<file path="config.mk">
export PLATFORM = sky130hd
export DESIGN_NAME = fp_nan_select
export DESIGN_NICKNAME = d
export VERILOG_FILES = /design/src/rtl/fpns_pkg.sv /design/src/rtl/fpns_classify.sv /design/src/rtl/fpns_select.sv /design/src/rtl/fp_nan_select.sv
export SDC_FILE = /design/constraint.sdc
export NUM_CORES = 1
export LEC_CHECK = 0
export BUFFER_PORTS_ARGS = -buffer_cell sky130_fd_sc_hd__buf_2
export CAP_MARGIN = 25
export CORE_UTILIZATION = 48
export DETAILED_ROUTE_END_ITERATION = 10
export PLACE_DENSITY = 0.9
export SLEW_MARGIN = 25
export SYNTH_ARGS = -nofsm -noshare
export SYNTH_HDL_FRONTEND = slang
export SYNTH_SLANG_ARGS = --single-unit
</file>
<file path="constraint.sdc">
create_clock -name clk -period 0.8 [get_ports clk]
set_input_delay 0.12 -clock clk [delete_from_list [all_inputs] [get_ports clk]]
set_output_delay 0.12 -clock clk [all_outputs]
set_load 0.02 [all_outputs]
</file>
<file path="src/rtl/fpns_pkg.sv">
package fpns_pkg;

    typedef enum logic [2:0] {
        OP_ADD  = 3'd0,
        OP_SUB  = 3'd1,
        OP_MUL  = 3'd2,
        OP_MADD = 3'd3,
        OP_MSUB = 3'd4
    } opcode_e;

    typedef struct packed {
        logic is_nan;
        logic is_snan;
        logic is_inf;
        logic is_zero;
    } opnd_class_t;

endpackage

</file>
<file path="src/rtl/fpns_classify.sv">
module fpns_classify #(
    parameter int EXP_W = 8,
    parameter int MAN_W = 23
) (
    input  logic [EXP_W+MAN_W:0]  val,
    output fpns_pkg::opnd_class_t cls
);
    logic exp_ones;
    logic exp_zero;
    logic man_zero;

    always_comb begin
        exp_ones    = &val[EXP_W+MAN_W-1:MAN_W];
        exp_zero    = ~|val[EXP_W+MAN_W-1:MAN_W];
        man_zero    = ~|val[MAN_W-1:0];
        cls.is_nan  = exp_ones && !man_zero;
        cls.is_snan = exp_ones && !man_zero && !val[MAN_W-1];
        cls.is_inf  = exp_ones && man_zero;
        cls.is_zero = exp_zero && man_zero;
    end
endmodule

</file>
<file path="src/rtl/fpns_select.sv">
module fpns_select #(
    parameter int EXP_W = 8,
    parameter int MAN_W = 23
) (
    input  logic                     compat,
    input  fpns_pkg::opcode_e        op,
    input  logic [EXP_W+MAN_W:0]     src0,
    input  logic [EXP_W+MAN_W:0]     src1,
    input  logic [EXP_W+MAN_W:0]     src2,
    input  fpns_pkg::opnd_class_t    c0,
    input  fpns_pkg::opnd_class_t    c1,
    input  fpns_pkg::opnd_class_t    c2,
    output logic                     sel_override,
    output logic [EXP_W+MAN_W:0]     sel_value,
    output logic                     sel_invalid
);
    import fpns_pkg::*;

    localparam int W    = EXP_W + MAN_W + 1;
    localparam int SGN  = W - 1;
    localparam logic [W-1:0] QBIT = W'(1) << (MAN_W - 1);
    localparam logic [W-1:0] DNAN = {1'b0, {EXP_W{1'b1}}, 1'b1, {(MAN_W-1){1'b0}}};

    logic         any_nan;
    logic         any_snan;
    logic         bad_arith;
    logic         prod_bad;
    logic [W-1:0] pick;

    always_comb begin
        sel_override = 1'b0;
        sel_value    = '0;
        sel_invalid  = 1'b0;
        any_nan      = 1'b0;
        any_snan     = 1'b0;
        bad_arith    = 1'b0;
        prod_bad     = (c1.is_inf && c2.is_zero) || (c1.is_zero && c2.is_inf);
        pick         = '0;
        unique case (op)
            OP_ADD, OP_SUB, OP_MUL: begin
                any_nan  = c0.is_nan || c1.is_nan;
                any_snan = c0.is_snan || c1.is_snan;
                if (op == OP_ADD)
                    bad_arith = c0.is_inf && c1.is_inf && (src0[SGN] != src1[SGN]);
                else if (op == OP_SUB)
                    bad_arith = c0.is_inf && c1.is_inf && (src0[SGN] == src1[SGN]);
                else
                    bad_arith = (c0.is_inf && c1.is_zero) || (c0.is_zero && c1.is_inf);
                if (compat)
                    pick = c0.is_nan ? src0 : src1;
                else
                    pick = c1.is_nan ? src1 : src0;
                sel_override = any_nan || bad_arith;
                sel_invalid  = bad_arith || (!compat && any_snan);
            end
            OP_MADD, OP_MSUB: begin
                any_nan  = c0.is_nan || c1.is_nan || c2.is_nan;
                any_snan = c0.is_snan || c1.is_snan || c2.is_snan;
                if (compat) begin
                    if (prod_bad && c0.is_nan) pick = src0;
                    else if (c1.is_nan)        pick = src1;
                    else if (c2.is_nan)        pick = src2;
                    else                       pick = src0;
                end else begin
                    if (c0.is_nan)             pick = src0;
                    else if (c2.is_nan)        pick = src2;
                    else                       pick = src1;
                end
                sel_override = any_nan || prod_bad;
                sel_invalid  = !compat && (any_snan || prod_bad);
            end
            default: begin
                sel_override = 1'b0;
            end
        endcase
        if (sel_override)
            sel_value = any_nan ? (compat ? pick : (pick | QBIT)) : DNAN;
    end
endmodule

</file>
<file path="src/rtl/fp_nan_select.sv">
module fp_nan_select #(
    parameter int EXP_W = 8,
    parameter int MAN_W = 23,
    parameter int SRC_N = 3
) (
    input  logic                   clk,
    input  logic                   rst_n,
    input  logic                   in_valid,
    input  logic [2:0]             in_op,
    input  logic                   in_compat,
    input  logic [EXP_W+MAN_W:0]   in_src0,
    input  logic [EXP_W+MAN_W:0]   in_src1,
    input  logic [EXP_W+MAN_W:0]   in_src2,
    output logic                   res_valid,
    output logic                   res_override,
    output logic [EXP_W+MAN_W:0]   res_value,
    output logic                   res_invalid
);
    import fpns_pkg::*;

    localparam int W = EXP_W + MAN_W + 1;

    opcode_e      opc;
    logic [W-1:0] srcs [SRC_N];
    opnd_class_t  cls  [SRC_N];
    logic         sel_override;
    logic [W-1:0] sel_value;
    logic         sel_invalid;

    assign opc     = opcode_e'(in_op);
    assign srcs[0] = in_src0;
    assign srcs[1] = in_src1;
    assign srcs[2] = in_src2;

    for (genvar gi = 0; gi < SRC_N; gi++) begin : g_cls
        fpns_classify #(.EXP_W(EXP_W), .MAN_W(MAN_W)) u_cls (
            .val (srcs[gi]),
            .cls (cls[gi])
        );
    end

    fpns_select #(.EXP_W(EXP_W), .MAN_W(MAN_W)) u_sel (
        .compat       (in_compat),
        .op           (opc),
        .src0         (in_src0),
        .src1         (in_src1),
        .src2         (in_src2),
        .c0           (cls[0]),
        .c1           (cls[1]),
        .c2           (cls[2]),
        .sel_override (sel_override),
        .sel_value    (sel_value),
        .sel_invalid  (sel_invalid)
    );

    always_ff @(posedge clk or negedge rst_n) begin
        if (!rst_n) begin
            res_valid    <= 1'b0;
            res_override <= 1'b0;
            res_value    <= '0;
            res_invalid  <= 1'b0;
        end else begin
            res_valid    <= in_valid;
            res_override <= in_valid && sel_override;
            res_value    <= in_valid ? sel_value : '0;
            res_invalid  <= in_valid && sel_invalid;
        end
    end

    // result strobe follows the input strobe by one clock
    p_strobe_follows_r2: assert property (@(posedge clk) disable iff (!rst_n)
        in_valid |=> res_valid);
    p_strobe_idle_r2: assert property (@(posedge clk) disable iff (!rst_n)
        !in_valid |=> !res_valid);
    // outputs cleared outside the result cycle
    p_idle_zero_r2: assert property (@(posedge clk) disable iff (!rst_n)
        !res_valid |-> (!res_override && !res_invalid && res_value == '0));
    // an override always carries a NaN encoding
    p_override_is_nan_r1: assert property (@(posedge clk) disable iff (!rst_n)
        res_override |-> (&res_value[W-2:MAN_W] && |res_value[MAN_W-1:0]));
    // standard policy never returns a signaling NaN
    p_std_quiet_r1: assert property (@(posedge clk) disable iff (!rst_n)
        (in_valid && !in_compat && sel_override) |=> res_value[MAN_W-1]);
    // compatible policy never flags a three-operand op
    p_compat_three_noflag_r9: assert property (@(posedge clk) disable iff (!rst_n)
        (in_valid && in_compat && (opc == OP_MADD || opc == OP_MSUB)) |=> !res_invalid);
    // a raised flag comes with a replacement value
    p_flag_has_override_r7: assert property (@(posedge clk) disable iff (!rst_n)
        res_invalid |-> res_override);
endmodule

</file>
==> results of run 1 <==
[routing by layer]
| layer | overflow | track usage (%) |
|---|---|---|
| met1 | 1 | 80.0 |
| met4 | 45 | 98.1 |
| met3 | 1 | 58.7 |
| met5 | 0 | 15.0 |
| met2 | 42 | 99.5 |
[stage by stage]
stage	cells	cell area [sq um]	hold WS [ps]	setup WS [ps]	setup TNS, ps
floorplan	399	3210	-176	-1100	-34820
global placement	703	4800	96.1	-1580	-52740
detailed placement	703	4800	105	-1590	-52590
CTS	730	5620	8.37	-1140	-40900
[Yosys cell counts (all sizes together) (2+ instances only)]
library cell   n  area share, %
nand2         60            7.2
a21oi         50             10
nor2          36            4.3
dfrtp         35             28
mux2          23            8.3
nor4          19            3.8
clkbuf        17            2.1
nor3          17            2.7
o21ai         17            3.0
o2111ai       13            3.7
o21bai        12            2.9
o22ai         12            2.4
a31oi         11            2.7
mux2i         11            3.5
or2           11            2.2
buf           10            1.8
nand4         10            2.0
and2           7            1.4
nand3          4           0.64
or4            3           0.72
a21boi         2           0.48
o21a           2           0.48
o311a          2           0.64
[repair_timing]
action                                  in CTS
buffers inserted                            16
endpoints found under the setup margin      69
cloned                                       2
pin swaps                                   27
gates resized for setup                    122
hold buffers                                 1
endpoints found under the hold margin       35
[cells by family after synthesis]
| group | share of synthesized area (%) |
|---|---|
| AOI/OAI and AO/OA | 29.8 |
| xor gates and xnor gates | 0.282 |
| muxes | 11.9 |
| DFF | 28.1 |
| and+or+nand+nor | 25.9 |
| buffers and inverters | 4.06 |
==> flow_metrics.tcl, run 1 <==
set metrics [dict create \
    clockBufferDepth 2 \
    synth_area_per_cell_sq_um 7.80 \
    stop_error "[ERROR GRT-0232] Routing congestion too high. Check the congestion heatmap in the GUI." \
    gp_congestion 0.926 \
    synth_warnings 0 \
    cts_buffers 5 \
    cts_root_buf "clkbuf_8" \
    worst_endpoint "res_value[16]$_DFF_PN0_/D" \
    ys_types 47 \
    die_width_um 82.5 \
    worst-ep-kind "register input" \
    run_status "did not finish" \
    synth_nets 502 \
    seq_area_frac_synth_pct 28.1 \
    place_hpwl_mm 10.3 \
    htreeDepth 2 \
    synth_area_sq_um 3110 \
    portBuffers 137 \
    ioPinCount 138 \
    initial_core_util_pct 51.0 \
    grt_usage_pct 81.6 \
    ys_seq_elements 35 \
    num_rows 28 \
    synth-async-reset-ratio_pct 100 \
    failing_step "5_1_grt" \
    dieHeight_um 82.5 \
    syn_inst 399 \
    synth_edf_count 0 \
    grt_overflow 89 \
    ys.flop_type "dfrtp_1" \
    clock-sinks 35 \
    grt_start_max_net_pins 36 \
]
==> run 2: changes to the inputs <==
--- a/config.mk
+++ b/config.mk
@@ -7,9 +7,9 @@
 export LEC_CHECK = 0
 export BUFFER_PORTS_ARGS = -buffer_cell sky130_fd_sc_hd__buf_2
 export CAP_MARGIN = 25
-export CORE_UTILIZATION = 48
+export CORE_UTILIZATION = 35
 export DETAILED_ROUTE_END_ITERATION = 10
-export PLACE_DENSITY = 0.9
+export PLACE_DENSITY_LB_ADDON = 0.15
 export SLEW_MARGIN = 25
 export SYNTH_ARGS = -nofsm -noshare
 export SYNTH_HDL_FRONTEND = slang
==> run 2 against run 1 <==
  * The flow now finishes, with violations (setup timing)
  * Synthesized cell count unchanged
  * Area after synthesis did not move
==> flow_metrics.tcl, run 2 <==
set metrics [dict create \
    antennaDiodeCount 0 \
    final_cell_mix "buf_4, buf_2, nand2_1" \
    ys_types 47 \
    gp_congestion 0.872 \
    synth-async-reset-ratio_pct 100 \
    startpoint_type "input port" \
    ioPinCount 138 \
    fin_util_pct 67.8 \
    cp-end-kind "flop" \
    synth_area_sq_um 3110 \
    grt_first_pass_wirelength_mm 20.4 \
    dieHeight_um 96.3 \
    die_width_um 96.3 \
    swShare_pct 29.2 \
    yosysTopAreaCell "dfrtp_1" \
    period_share_pct 241 \
    yosysTopAreaCellShare_pct 28.1 \
    synth_warnings 0 \
    slew_violations 0 \
    layout_commonest_cell "buf_4" \
    core_sq_um 8680 \
    cts_root_buf "clkbuf_8" \
    synth_edf_count 0 \
    place_hpwl_mm 9.50 \
    required_ps 990 \
    synth_nets 502 \
    drc 0 \
    yosys-top-cells-count "nand2_1, nor2_1, dfrtp_1" \
    fin_cells 765 \
    portBuffers 137 \
    min_period_ps 1930 \
    maxSlewHeadroom_pct 76.5 \
    num_rows 34 \
    violations "setup timing" \
    p_int_mw 3.87 \
    drv_cap 0 \
    drt_iter0_drc 204 \
    peakVddDrop_uv 719 \
    grt_pass1_vias 4233 \
    p_clk_share_pct 37.1 \
    synth_area_per_cell_sq_um 7.80 \
    grt_overflow 0 \
    htreeDepth 2 \
    vias 4324 \
    power.combinational.fraction_pct 30.4 \
    ys_top_cells_by_area "dfrtp_1, mux2_2, nand2_1" \
    initial_core_util_pct 35.9 \
    fin_nets 759 \
    clock-sinks 35 \
    p_leak_nw 2.74 \
    max_flop_register "res_value" \
    final_antenna_net_count 0 \
    grt_start_max_net_pins 31 \
    layout-drive-gt1-share_pct 59.5 \
    routedWlPerCell_um 17.6 \
    p_per_area_nw_per_um2 929 \
    arrival_ps 2110 \
    pwr-share-seq_pct 32.5 \
    cts_buffers 5 \
    run_status "finished, violations left" \
    syn_inst 399 \
    worst_slack_ps -1130 \
    p_switching_mw 1.59 \
    ys_seq_elements 35 \
    seq_area_frac_synth_pct 28.1 \
    clkSlewWorstSetupHoldPaths_ps 80 \
    final_hold_viol_count 0 \
    cts_tree "yes" \
    clockBufferDepth 2 \
    largest_register_ffs 32 \
    pre_cts_ws_ps -1720 \
    synth_most_common_cell "nand2_1" \
    max_freq_ghz 0.519 \
    viasPerCell 5.65 \
    hold_path.class "in2async" \
    antenna_found_initial 0 \
    setup-tns-final_ps -41450 \
    rsz0062_at_grt "yes" \
    fillCellCount 704 \
    first_pass_iters 5 \
    dp_cells 737 \
    ys.flop_type "dfrtp_1" \
    worstMarginPinSlew_ps 350 \
    wirelength_mm 13.5 \
    setup_viol 69 \
    dieArea_sq_um 9270 \
    layout-area-overhead-vs-synth_pct 89.0 \
    critPathMaxFanout 8 \
    worstSetupEndpoint "res_value[3]" \
    p_total_mw 5.46 \
    startpoint "in_src0[22]" \
    grt_usage_pct 28.9 \
    path_class "in2reg" \
]
-- run 2: layout make-up --
class,count,area (sq um),area share (%)
inverter,1,3.75,0.0638
clock buffer,5,68.8,1.17
tap,108,135,2.30
multi-input combinational,336,2550,43.4
sequential,35,876,14.9
clock inverter,3,67.6,1.15
timing repair buffer,277,2180,37.0
-- run 2: metal layers --
layer	share of wire (%)	track usage, %	wire length [um]	vias to the layer above
met5	0	0	0	-
met4	2.2	9.93	302	0
met3	7.4	6.16	1000	32
met2	49	48.5	6600	181
met1	41	36.5	5580	2092
li1	-	-	-	2019
-- run 2: kinds of logic after synthesis --
logic type,Yosys count,synth area share [%]
compound gates,131,29.8
xor+xnor,1,0.282
buf+inv,28,4.06
flops,35,28.1
mux,34,11.9
simple gates,170,25.9
-- run 2: worst min-delay path by stage --
stage / start / to / slack (ps) / cells past startpoint
finish: rst_n / res_invalid / 180 / 2
detailed placement: rst_n / res_value[29] / -40 / 1
CTS: rst_n / res_value[29] / 180 / 2
global placement: rst_n / res_value[29] / -40 / 1
floorplan: rst_n / res_invalid / -180 / 0
global route: rst_n / res_value[29] / 190 / 2
-- run 2: power by group through the flow --
stage	registers, mW	logic (mW)	clock network (mW)
finish	1.77	1.66	2.03
global route	1.77	1.78	2.13
CTS	1.77	1.56	2.05
detailed placement	1.81	1.44	0
global placement	1.81	1.42	0
floorplan	1.81	0.502	0
-- run 2: what timing repair did --
| action | in CTS | in global routing |
|---|---|---|
| pin swaps | 15 | 34 |
| hold endpoints to repair | 36 | 0 |
| setup endpoints to repair | 69 | 69 |
| hold buffers | 2 | 0 |
| gates cloned | 2 | 1 |
| gates resized for setup | 103 | 52 |
| buffers inserted | 17 | 1 |
-- run 2: metrics by stage --
stage / cell area [sq um] / hold slack [ps]
2_1_floorplan: 3210 / -176
3_3_place_gp: 4940 / -44.4
3_5_place_dp: 4940 / -41.7
4_1_cts: 5640 / 178
5_1_grt: 5880 / 188
6_report: 5880 / 179
-- run 2: critical path, stage by stage --
cell and delay, ps:
buf_8 100, nor4_4 250, buf_4 150, nand4_1 190
o21a_2 300, buf_6 130, o311a_4 390, o21ai_4 150
buf_12 150, buf_12 140, a21oi_2 40
Note: power is estimated with default switching activity, not from simulation.
